<file path="src/rtl/tri_cpwm_pkg.sv">
package tri_cpwm_pkg;

    localparam logic [2:0] ADDR_CTRL     = 3'd0;
    localparam logic [2:0] ADDR_RUN      = 3'd1;
    localparam logic [2:0] ADDR_PERIOD   = 3'd2;
    localparam logic [2:0] ADDR_DEAD     = 3'd3;
    localparam logic [2:0] ADDR_DUTY_BUF = 3'd4;
    localparam logic [2:0] ADDR_DUTY_ACT = 3'd5;

    localparam logic [7:0] CTRL_RESET = 8'h80;

    typedef enum logic [1:0] {
        CAR_IDLE = 2'd0,
        CAR_UP   = 2'd1,
        CAR_DOWN = 2'd2
    } car_state_t;

    typedef struct packed {
        logic       ext_clk_en;
        logic       three_phase;
        logic       adc_at_valley;
        logic       adc_en;
        logic       pol_cntr;
        logic       pol_norm;
        logic [1:0] combo;
    } ctrl_t;

endpackage

</file>
<file path="src/rtl/tri_cpwm_regs.sv">
module tri_cpwm_regs
    import tri_cpwm_pkg::*;
#(
    parameter int CNT_W = 8
) (
    input  logic             clk,
    input  logic             rst_n,
    input  logic             wr_en,
    input  logic [2:0]       wr_addr,
    input  logic [CNT_W-1:0] wr_data,
    input  logic [2:0]       rd_addr,
    output logic [CNT_W-1:0] rd_data,
    input  logic             duty_load,
    output logic [1:0]       combo,
    output logic             pol_norm,
    output logic             pol_cntr,
    output logic             adc_en,
    output logic             adc_at_valley,
    output logic             start_a,
    output logic             start_b,
    output logic [CNT_W-1:0] period,
    output logic [CNT_W-1:0] dead,
    output logic [CNT_W-1:0] duty_buf,
    output logic [CNT_W-1:0] duty_act
);

    ctrl_t            ctrl_q;
    ctrl_t            ctrl_wr;
    logic [1:0]       run_q;
    logic             busy;
    logic [CNT_W-1:0] ctrl_rd;
    logic [CNT_W-1:0] run_rd;

    assign busy = run_q[0] | run_q[1];

    always_comb begin
        ctrl_wr = ctrl_t'(wr_data[7:0]);
        if (busy) begin
            ctrl_wr.combo = ctrl_q.combo;
        end
    end

    always_ff @(posedge clk or negedge rst_n) begin
        if (!rst_n) begin
            ctrl_q   <= ctrl_t'(CTRL_RESET);
            run_q    <= 2'b00;
            period   <= '0;
            dead     <= '0;
            duty_buf <= '0;
        end else if (wr_en) begin
            unique case (wr_addr)
                ADDR_CTRL:     ctrl_q   <= ctrl_wr;
                ADDR_RUN:      run_q    <= wr_data[1:0];
                ADDR_PERIOD:   period   <= wr_data;
                ADDR_DEAD:     dead     <= wr_data;
                ADDR_DUTY_BUF: duty_buf <= wr_data;
                default: ;
            endcase
        end
    end

    always_ff @(posedge clk or negedge rst_n) begin
        if (!rst_n) begin
            duty_act <= '0;
        end else if (duty_load) begin
            duty_act <= duty_buf;
        end
    end

    always_comb begin
        ctrl_rd      = '0;
        ctrl_rd[7:0] = ctrl_q;
        run_rd       = '0;
        run_rd[1:0]  = run_q;
    end

    always_comb begin
        unique case (rd_addr)
            ADDR_CTRL:     rd_data = ctrl_rd;
            ADDR_RUN:      rd_data = run_rd;
            ADDR_PERIOD:   rd_data = period;
            ADDR_DEAD:     rd_data = dead;
            ADDR_DUTY_BUF: rd_data = duty_buf;
            ADDR_DUTY_ACT: rd_data = duty_act;
            default:       rd_data = '0;
        endcase
    end

    assign combo         = ctrl_q.combo;
    assign pol_norm      = ctrl_q.pol_norm;
    assign pol_cntr      = ctrl_q.pol_cntr;
    assign adc_en        = ctrl_q.adc_en;
    assign adc_at_valley = ctrl_q.adc_at_valley;
    assign start_a       = run_q[0];
    assign start_b       = run_q[1];

endmodule

</file>
<file path="src/rtl/tri_cpwm_carrier.sv">
module tri_cpwm_carrier
    import tri_cpwm_pkg::*;
#(
    parameter int CNT_W = 8
) (
    input  logic             clk,
    input  logic             rst_n,
    input  logic             go,
    input  logic [CNT_W-1:0] period,
    input  logic [CNT_W-1:0] dead,
    output car_state_t       state_q,
    output logic [CNT_W-1:0] cnt_a_q,
    output logic [CNT_W-1:0] cnt_b_q,
    output logic             peak_evt,
    output logic             valley_evt
);

    localparam logic [CNT_W-1:0] STEP = CNT_W'(1);

    car_state_t       state_d;
    logic [CNT_W-1:0] cnt_a_d;
    logic [CNT_W-1:0] cnt_b_d;

    assign peak_evt   = (state_q == CAR_UP)   && (cnt_a_q >= period);
    assign valley_evt = (state_q == CAR_DOWN) && (cnt_a_q <= dead);

    // next-state logic
    always_comb begin
        state_d = state_q;
        if (!go) begin
            state_d = CAR_IDLE;
        end else begin
            unique case (state_q)
                CAR_IDLE: state_d = CAR_UP;
                CAR_UP:   if (peak_evt)   state_d = CAR_DOWN;
                CAR_DOWN: if (valley_evt) state_d = CAR_UP;
                default:  state_d = CAR_IDLE;
            endcase
        end
    end

    // state register
    always_ff @(posedge clk or negedge rst_n) begin
        if (!rst_n) begin
            state_q <= CAR_IDLE;
        end else begin
            state_q <= state_d;
        end
    end

    // counter outputs of the sequencer
    always_comb begin
        cnt_a_d = cnt_a_q;
        if (!go) begin
            cnt_a_d = dead;
        end else begin
            unique case (state_q)
                CAR_IDLE: cnt_a_d = dead;
                CAR_UP: begin
                    if (!peak_evt) begin
                        cnt_a_d = cnt_a_q + STEP;
                    end else if (cnt_a_q > dead) begin
                        cnt_a_d = cnt_a_q - STEP;
                    end
                end
                CAR_DOWN: begin
                    if (valley_evt) begin
                        cnt_a_d = cnt_a_q + STEP;
                    end else begin
                        cnt_a_d = cnt_a_q - STEP;
                    end
                end
                default: cnt_a_d = dead;
            endcase
        end
        cnt_b_d = cnt_a_d - dead;
    end

    always_ff @(posedge clk or negedge rst_n) begin
        if (!rst_n) begin
            cnt_a_q <= '0;
            cnt_b_q <= '0;
        end else begin
            cnt_a_q <= cnt_a_d;
            cnt_b_q <= cnt_b_d;
        end
    end

endmodule

</file>
<file path="src/rtl/tri_cpwm_events.sv">
module tri_cpwm_events (
    input  logic clk,
    input  logic rst_n,
    input  logic copy_at_peak,
    input  logic adc_en,
    input  logic adc_at_valley,
    input  logic peak_evt,
    input  logic valley_evt,
    output logic duty_load,
    output logic xfer_q,
    output logic adc_q
);

    logic adc_d;

    assign duty_load = copy_at_peak ? peak_evt : valley_evt;
    assign adc_d     = adc_en & (adc_at_valley ? valley_evt : peak_evt);

    always_ff @(posedge clk or negedge rst_n) begin
        if (!rst_n) begin
            xfer_q <= 1'b0;
            adc_q  <= 1'b0;
        end else begin
            xfer_q <= duty_load;
            adc_q  <= adc_d;
        end
    end

endmodule

</file>
<file path="src/rtl/tri_cpwm_outstage.sv">
module tri_cpwm_outstage #(
    parameter int CNT_W  = 8,
    parameter int PHASES = 2
) (
    input  logic              clk,
    input  logic              rst_n,
    input  logic              running,
    input  logic [CNT_W-1:0]  cnt_a,
    input  logic [CNT_W-1:0]  cnt_b,
    input  logic [CNT_W-1:0]  duty,
    input  logic [PHASES-1:0] pol,
    output logic [PHASES-1:0] act_q,
    output logic [PHASES-1:0] pin_q
);

    logic [PHASES-1:0] act_d;

    for (genvar i = 0; i < PHASES; i++) begin : g_phase
        if (i == 0) begin : g_norm
            assign act_d[i] = running && (cnt_b > duty);
        end else begin : g_cntr
            assign act_d[i] = running && (cnt_a < duty);
        end

        always_ff @(posedge clk or negedge rst_n) begin
            if (!rst_n) begin
                act_q[i] <= 1'b0;
                pin_q[i] <= 1'b1;
            end else begin
                act_q[i] <= act_d[i];
                pin_q[i] <= ~(act_d[i] ^ pol[i]);
            end
        end
    end

endmodule

</file>
<file path="src/rtl/tri_cpwm_top.sv">
module tri_cpwm_top
    import tri_cpwm_pkg::*;
#(
    parameter int CNT_W = 8
) (
    input  logic             clk,
    input  logic             rst_n,
    input  logic             wr_en,
    input  logic [2:0]       wr_addr,
    input  logic [CNT_W-1:0] wr_data,
    input  logic [2:0]       rd_addr,
    output logic [CNT_W-1:0] rd_data,
    output logic             pwm_norm,
    output logic             pwm_cntr,
    output logic             adc_trig,
    output logic             buf_xfer
);

    localparam int PHASES = 2;

    logic [1:0]        combo;
    logic              pol_norm;
    logic              pol_cntr;
    logic              adc_en;
    logic              adc_at_valley;
    logic              start_a;
    logic              start_b;
    logic [CNT_W-1:0]  period;
    logic [CNT_W-1:0]  dead;
    logic [CNT_W-1:0]  duty_buf;
    logic [CNT_W-1:0]  duty_act;
    logic              duty_load;
    logic              run_go;
    car_state_t        car_state;
    logic [CNT_W-1:0]  cnt_a;
    logic [CNT_W-1:0]  cnt_b;
    logic              peak_evt;
    logic              valley_evt;
    logic              running;
    logic [PHASES-1:0] act_q;
    logic [PHASES-1:0] pin_q;

    assign run_go  = combo[1] & start_a & start_b;
    assign running = (car_state != CAR_IDLE);

    tri_cpwm_regs #(.CNT_W(CNT_W)) regs_i (
        .clk(clk), .rst_n(rst_n),
        .wr_en(wr_en), .wr_addr(wr_addr), .wr_data(wr_data),
        .rd_addr(rd_addr), .rd_data(rd_data),
        .duty_load(duty_load),
        .combo(combo), .pol_norm(pol_norm), .pol_cntr(pol_cntr),
        .adc_en(adc_en), .adc_at_valley(adc_at_valley),
        .start_a(start_a), .start_b(start_b),
        .period(period), .dead(dead),
        .duty_buf(duty_buf), .duty_act(duty_act)
    );

    tri_cpwm_carrier #(.CNT_W(CNT_W)) carrier_i (
        .clk(clk), .rst_n(rst_n), .go(run_go),
        .period(period), .dead(dead),
        .state_q(car_state), .cnt_a_q(cnt_a), .cnt_b_q(cnt_b),
        .peak_evt(peak_evt), .valley_evt(valley_evt)
    );

    tri_cpwm_events events_i (
        .clk(clk), .rst_n(rst_n),
        .copy_at_peak(combo[0]), .adc_en(adc_en), .adc_at_valley(adc_at_valley),
        .peak_evt(peak_evt), .valley_evt(valley_evt),
        .duty_load(duty_load), .xfer_q(buf_xfer), .adc_q(adc_trig)
    );

    tri_cpwm_outstage #(.CNT_W(CNT_W), .PHASES(PHASES)) out_i (
        .clk(clk), .rst_n(rst_n), .running(running),
        .cnt_a(cnt_a), .cnt_b(cnt_b), .duty(duty_act),
        .pol({pol_cntr, pol_norm}),
        .act_q(act_q), .pin_q(pin_q)
    );

    assign pwm_norm = pin_q[0];
    assign pwm_cntr = pin_q[1];

endmodule

</file>
<file path="config.mk">
export PLATFORM = sky130hd
export DESIGN_NAME = tri_cpwm_top
export DESIGN_NICKNAME = d
export VERILOG_FILES = /design/src/rtl/tri_cpwm_pkg.sv /design/src/rtl/tri_cpwm_regs.sv /design/src/rtl/tri_cpwm_carrier.sv /design/src/rtl/tri_cpwm_events.sv /design/src/rtl/tri_cpwm_outstage.sv /design/src/rtl/tri_cpwm_top.sv
export SDC_FILE = /design/constraint.sdc
export NUM_CORES = 1
export LEC_CHECK = 0
export BUFFER_PORTS_ARGS = -buffer_cell sky130_fd_sc_hd__buf_2
export CAP_MARGIN = 20
export CELL_PAD_IN_SITES_DETAIL_PLACEMENT = 1
export CELL_PAD_IN_SITES_GLOBAL_PLACEMENT = 1
export CORE_ASPECT_RATIO = 1.5
export CORE_UTILIZATION = 40
export DETAILED_ROUTE_END_ITERATION = 10
export PLACE_DENSITY = 0.82
export SLEW_MARGIN = 30
export SYNTH_ARGS = -nofsm -noshare
export SYNTH_HDL_FRONTEND = slang
export SYNTH_SLANG_ARGS = --single-unit
</file>
<file path="constraint.sdc">
create_clock -name clk -period 4.2 [get_ports clk]
set_clock_uncertainty 0.2 [all_clocks]
set_input_delay 0.42 -clock clk [delete_from_list [all_inputs] [get_ports clk]]
set_output_delay 0.42 -clock clk [all_outputs]
set_load 0.05 [all_outputs]
</file>
Word level (Yosys, flattened, before mapping)

Cells that the tools add are included.

Bits of input ports: 17
Register bits after elaboration: 64

Reductions and logical operators: 15
Equality and inequality tests: 13
Order comparisons: 5
Bitwise logic cells: 9
Muxes and demuxes: 12
$add $sub $neg: 3

Operator list:

| cell                                                                     | number |
|---|---|
| 8-bit one-hot mux with 6 select lines                                    | 1 |
| 8-bit 2-to-1 mux                                                         | 4 |
| 8-bit greater-than comparator                                            | 2 |
| 8-bit one-hot mux with 2 select lines                                    | 1 |
| 3-bit by 2-bit equality test with 1-bit output (second input constant)   | 4 |
| 2-bit AND reduction                                                      | 6 |
| 3-bit equality test (second input constant)                              | 3 |
| 8-bit by 1-bit adder with 8-bit output (second input constant)           | 1 |
| 8-bit >= comparator                                                      | 1 |
| 8-bit <= comparator                                                      | 1 |
| 8-bit less-than comparator                                               | 1 |
| 8-bit by 1-bit subtractor with 8-bit output (second input constant)      | 1 |
| 8-bit subtractor                                                         | 1 |
| 3-bit by 1-bit equality test with 1-bit output (second input constant)   | 2 |
| 3-bit logical NOT                                                        | 2 |
| 2-bit 2-to-1 mux                                                         | 3 |
| 3-bit by 2-bit inequality test with 1-bit output (second input constant) | 2 |
| 2-bit one-hot mux with 3 select lines                                    | 1 |
| 1-bit logical AND                                                        | 4 |
| 1-bit AND                                                                | 3 |
| 1-bit NOT                                                                | 3 |
| 3-bit AND reduction                                                      | 1 |
| 2-bit by 1-bit equality test with 1-bit output (second input constant)   | 1 |
| 2-bit equality test (second input constant)                              | 1 |
| 5 further kinds                                                          | 7 |

Logic depth before layout (Yosys ltp)

Word-level depth: 6
Depth in mapped cells: 21
Depth with buffers taken out: 19

Cells and area by module

Synthesis repeated with hierarchy kept, for this count alone.

Cells, all modules: 430
Area, all modules: 4583.1 um^2

Modules (own cells, without submodules):

| module            | times used | area an instance (um^2) | cells each | seq. area each (um^2) |
|---|---|---|---|---|
| tri_cpwm_carrier  | 1          | 2037.0                  | 241        | 450.4 |
| tri_cpwm_regs     | 1          | 1948.1                  | 132        | 1052.3 |
| tri_cpwm_outstage | 1          | 504.2                   | 50         | 102.6 |
| tri_cpwm_events   | 1          | 81.3                    | 5          | 50.0 |
| tri_cpwm_top      | 1          | 12.5                    | 2          | 0.0 |

Least setup slack after synthesis

No wires, ideal clock.

Path type: register to register
Start point: register carrier_i.cnt_a_q[0]
End point: register carrier_i.cnt_b_q[7]
Cell stages (with the launch flop): 19
Buffers on the path: 0
Path slack: -41 ps
Library setup time: 131 ps
Period minus slack after synthesis: 4241 ps
Arrival: 3910 ps
Cells stage by stage: dfrtp_1 > inv_1 > ha_1 > nand2b_4 > a2111oi_4 > o31a_2 > nor2_1 > a221o_1 > a221oi_1 > a21oi_1 > ha_1 > nor2b_1 > o21ai_0 > a21oi_1 > o41ai_1 > or3_1 > a21oi_1 > a221oi_1 > nand3_1

Cells in the longest elaborated chain, start to end: 6

Ends and longest elaborated chain:

| element                                                                   | RTL line                                       | source |
|---|---|---|
| from (decl)                                                               | tri_cpwm_carrier.sv:12                         | `output logic [CNT_W-1:0] cnt_a_q,` |
| from (signal assigned)                                                    | tri_cpwm_carrier.sv:84                         | `cnt_a_q <= cnt_a_d;` |
| 8-bit by 1-bit subtractor with 8-bit output, or another cell as far along | tri_cpwm_carrier.sv:63, tri_cpwm_carrier.sv:70 |  |
| 8-bit 2-to-1 mux, or another cell as far along                            | tri_cpwm_carrier.sv:62                         | `end else if (cnt_a_q > dead) begin` |
| 8-bit 2-to-1 mux (on tied branches)                                       | tri_cpwm_carrier.sv:60, tri_cpwm_carrier.sv:67 |  |
| 8-bit one-hot mux with 2 select lines *                                   | tri_cpwm_carrier.sv:57                         | `unique case (state_q)` |
| 8-bit 2-to-1 mux *                                                        | tri_cpwm_carrier.sv:54                         | `if (!go) begin` |
| net carrier_i.cnt_a_d[1]                                                  | tri_cpwm_carrier.sv:21                         | `logic [CNT_W-1:0] cnt_a_d;` |
| 8-bit subtractor *                                                        | tri_cpwm_carrier.sv:76                         | `cnt_b_d = cnt_a_d - dead;` |
| net carrier_i.cnt_b_d[7]                                                  | tri_cpwm_carrier.sv:22                         | `logic [CNT_W-1:0] cnt_b_d;` |
| to (signal assigned)                                                      | tri_cpwm_carrier.sv:85                         | `cnt_b_q <= cnt_b_d;` |
| to (decl)                                                                 | tri_cpwm_carrier.sv:13                         | `output logic [CNT_W-1:0] cnt_b_q,` |

The timed path passes the listed nets; every way through them passes the cells marked *.
A chain may end at the register's enable or synchronous reset.

Final worst setup path

Start point: register carrier_i.cnt_a_q[2]
End point: register carrier_i.cnt_b_q[7]

Cells in the longest elaborated chain, start to end: 6

Ends and longest elaborated chain:

| element                                                     | RTL line |
|---|---|
| 8-bit greater-than comparator, or another cell as far along | tri_cpwm_carrier.sv:62 |
| 8-bit 2-to-1 mux, or another cell as far along              | tri_cpwm_carrier.sv:62 |
| 8-bit 2-to-1 mux (on tied branches)                         | tri_cpwm_carrier.sv:60, tri_cpwm_carrier.sv:67 |
| 8-bit one-hot mux with 2 select lines *                     | tri_cpwm_carrier.sv:57 |
| 8-bit 2-to-1 mux *                                          | tri_cpwm_carrier.sv:54 |
| net carrier_i.cnt_a_d[1]                                    | tri_cpwm_carrier.sv:21 |
| 8-bit subtractor *                                          | tri_cpwm_carrier.sv:76 |
| net carrier_i.cnt_b_d[7]                                    | tri_cpwm_carrier.sv:22 |

Marks and branches as above.

==> results.md <==
* Peak VDD IR at 0.453 mV
* Starting Density at 41.3%
* Tot GR Track Use at 35.8%
* FFs w/ async S/R, synth at 100%
* CTS tree: built
* ANT nets after route at 0
* Failing checks: setup timing
* Part of the Yosys area used for sequential elements at 36.5%
* Buffers on Ports at 28
* TritonCTS buffer count at 9
* Hold slack at 159 ps
* Final wirelength at 22600 microns
* Syn Area/Cell at 9.86 sq um
* Syn_nets at 508
* Filler instances at 1146
* Setup violators final at 3
* I/O Pins at 29
* Leak at 2.64 nW
* Synth area leaders: dfrtp_1 35%, ha_1 13%, mux2_2 8.5%
* First-pass iteration count of the detailed router at 5
* Vias in the first global route at 4822
* Die width at 87.6 microns
* Area leader, netlist: dfrtp_1
* Logic pwr share at 54.6%
* EDFF count, synth at 0
* Diodes inserted at 0
* Final worst path period share at 114%
* Final WS setup at -599 ps
* Pre-CTS setup slack at -353 ps
* Layout Cells excl Fill at 690
* Final instance area at 5930 sq um
* Cell Count Post-Placement at 642
* Average routed wire per standard cell at 32.8 microns
* DP Wirelength at 10900 microns
* Pwr dens at 666 nW/um^2
* Crit-path cells: ha_2 -> o21a_1 -> nor2_2 -> o31a_2 -> nor2_1 -> a221o_1 -> a221oi_2 -> a21oi_2 -> ha_1 -> nor2b_1 -> o21ai_2 -> a21oi_4 -> o41ai_4 -> buf_4 -> nand2_4 -> a22oi_1 -> a21oi_1 -> nand3_2
* Synthesis Warnings at 0
* Hold Path Class: primary input to flop
* Relative slew slack at 41.1%
* Pin slew with the least headroom to its limit at 876 ps
* DRC at 0
* Chip Height at 130 microns
* CP Class: flop to flop
* Nets at 603
* Top cell type's share of synthesized area at 34.7%
* Critical Path RT at 4290 ps
* Layout area overhead at 34.8%
* Reg power frac at 24.2%
* Setup crit end kind: flop
* Cells after Synth at 446
* Switching pwr at 1.74 mW
* Most frequent cells after synthesis: 61 x dfrtp_1, 44 x ha_1, 34 x inv_1
* Critical Path Max Stage Delay at 530 ps
* Clock Sink Count at 64
* Max stage delay cell, worst path: dfrtp_1
* Die area at 11400 sq um
* RSZ-0062 raised after global routing: yes
* Largest net degree at the start of global routing at 44
* WP buf/inv at 1
* Max Freq at 208 MHz
* Delay-heaviest family, CP: compound AO/OA/AOI/OAI gates
* Clk_lat worst skew at 360 ps
* Internal power at 2.20 mW
* Cell area after synthesis at 4400 sq um
* Routability congestion estimate at 0.952
* Most common flop cell mapped by yosys: dfrtp_1
* Maximum fanout along the worst path at 4
* Hold Fails Final Rpt at 0
* Initial antenna violation count at 0
* Post-synthesis cell type count at 58
* Switching Share at 44.2%
* Max-cap violations at 0
* DR iter-0 viols at 467
* Startpoint Class: flop
* Root buffer cell: clkbuf_16
* Core Region at 10600 sq um
* Vias per cell at 6.77
* Period minus WS final at 4800 ps
* Status: finished, violations left
* Critical path data arrival time at 4890 ps
* Pins Over Slew Limit at 0
* Area after DPL at 4960 sq um
* Setup TNS at -903 ps
* Count leader, synth: dfrtp_1
* H-tree depth at 3
* Routed via count at 4668
* Clock slew at reported path FFs at 60 ps
* Clock Path Buffers at 2
* FP Rows at 46
* Grt total ovfl at 0
* First-pass GRT wire length at 28900 microns
* Share of post-route cells with drive strength above 1 at 41.0%
* Synthesized flop and latch total at 64
* Clock share of power at 21.1%
-- registers in the layout (all words and copies together) (netlist names) --
| name | flops |
|---|---|
| regs_i.pol_norm | 1 |
| out_i.pin_q | 2 |
| regs_i.pol_cntr | 1 |
| events_i.adc_q | 1 |
| carrier_i.state_q | 2 |
| carrier_i.cnt_b_q | 8 |
| regs_i.adc_en | 1 |
| regs_i.duty_act | 8 |
| regs_i.adc_at_valley | 1 |
| regs_i.dead | 8 |
| regs_i.period | 8 |
| regs_i.combo | 2 |
| events_i.xfer_q | 1 |
| regs_i.duty_buf | 8 |
| regs_i.run_q | 2 |
| carrier_i.cnt_a_q | 8 |
| regs_i.ctrl_q | 2 |
-- repair_timing --
action | 4_1_cts | 5_1_grt
buffers inserted | 17 | 14
endpoints found under the setup margin | 2 | 2
endpoints found under the hold margin | 0 | 41
resized for setup | 45 | 34
cloned | 1 | 0
pin swaps | 22 | 28
hold buffers | 0 | 1
-- per-stage QoR --
stage	power, mW	utilization [%]
final	3.95	55.7
after global routing	4.03	55.7
after CTS	3.39	52.9
after detailed placement	2.32	46.6
after global placement	2.23	46.6
after floorplan	1.82	-
-- final cells by class --
class,instances,area [sq um],area share [%]
multi-input combinational,327,2960,50.0
inverter,34,128,2.15
sequential,64,1610,27.2
tap,144,180,3.04
clock buffer,11,253,4.27
timing repair buffer,105,732,12.4
clock inverter,5,63.8,1.08
-- cell usage in the layout, fill, tap and decap left out, types with 6 or more instances in the layout --
| master | count |
|---|---|
| mux2_2 | 33 |
| buf_4 | 73 |
| nand4_1 | 6 |
| a21oi_1 | 22 |
| inv_1 | 30 |
| ha_1 | 33 |
| nor2b_1 | 8 |
| a21o_1 | 9 |
| nand2_1 | 25 |
| buf_2 | 28 |
| o21ai_0 | 13 |
| a211oi_1 | 11 |
| a22oi_1 | 9 |
| ha_4 | 10 |
| xnor2_1 | 12 |
| mux2i_1 | 11 |
| clkbuf_16 | 9 |
| nand3_1 | 9 |
| nor3_1 | 8 |
| dfrtp_1 | 58 |
| nor2_1 | 21 |
-- per-layer routing --
layer	GRT usage, %	wire (microns)	vias up
met1	34.3	7570	2304
met4	33.2	2330	0
met5	0	0	-
met3	9.17	1780	180
met2	61.8	11000	381
li1	-	-	1803
-- worst min-delay path, cell delays in order --
cell	delay, ps
buf_2	120
nand2_1	60
o21ai_0	70
-- power by group through the flow --
stage / Clock (mW) / Combinational, mW / Sequential, mW
2_1_floorplan: 0 / 0.907 / 0.913
3_3_place_gp: 0 / 1.31 / 0.916
3_5_place_dp: 0 / 1.39 / 0.932
4_1_cts: 0.793 / 1.67 / 0.923
5_1_grt: 0.844 / 2.22 / 0.962
6_report: 0.834 / 2.16 / 0.957
-- path summary, 6_finish.rpt --
path                       slack [ps]                   end  depth (start not counted)                 start
max                              -600  carrier_i.cnt_b_q[7]                         18  carrier_i.cnt_a_q[2]
min                               160      regs_i.period[4]                          3            wr_data[4]
max reg2reg                      -600  carrier_i.cnt_b_q[7]                         18  carrier_i.cnt_a_q[2]
min reg2reg                       290        out_i.pin_q[1]                          1       regs_i.pol_cntr
max in group asynchronous        2610        out_i.pin_q[1]                          3                 rst_n
min in group asynchronous         410  carrier_i.cnt_a_q[4]                          2                 rst_n
-- cells by family after synthesis --
| logic type | synth area share (%) |
|---|---|
| multiplexers | 12.0 |
| flip-flops | 36.5 |
| XOR/XNOR | 3.19 |
| buffers and inverters | 5.24 |
| AO/OA/AOI/OAI | 18.4 |
| adder cells (fa/ha/maj) | 13.0 |
| AND/OR/NAND/NOR | 11.8 |
Power figures use the tool's default switching activity.
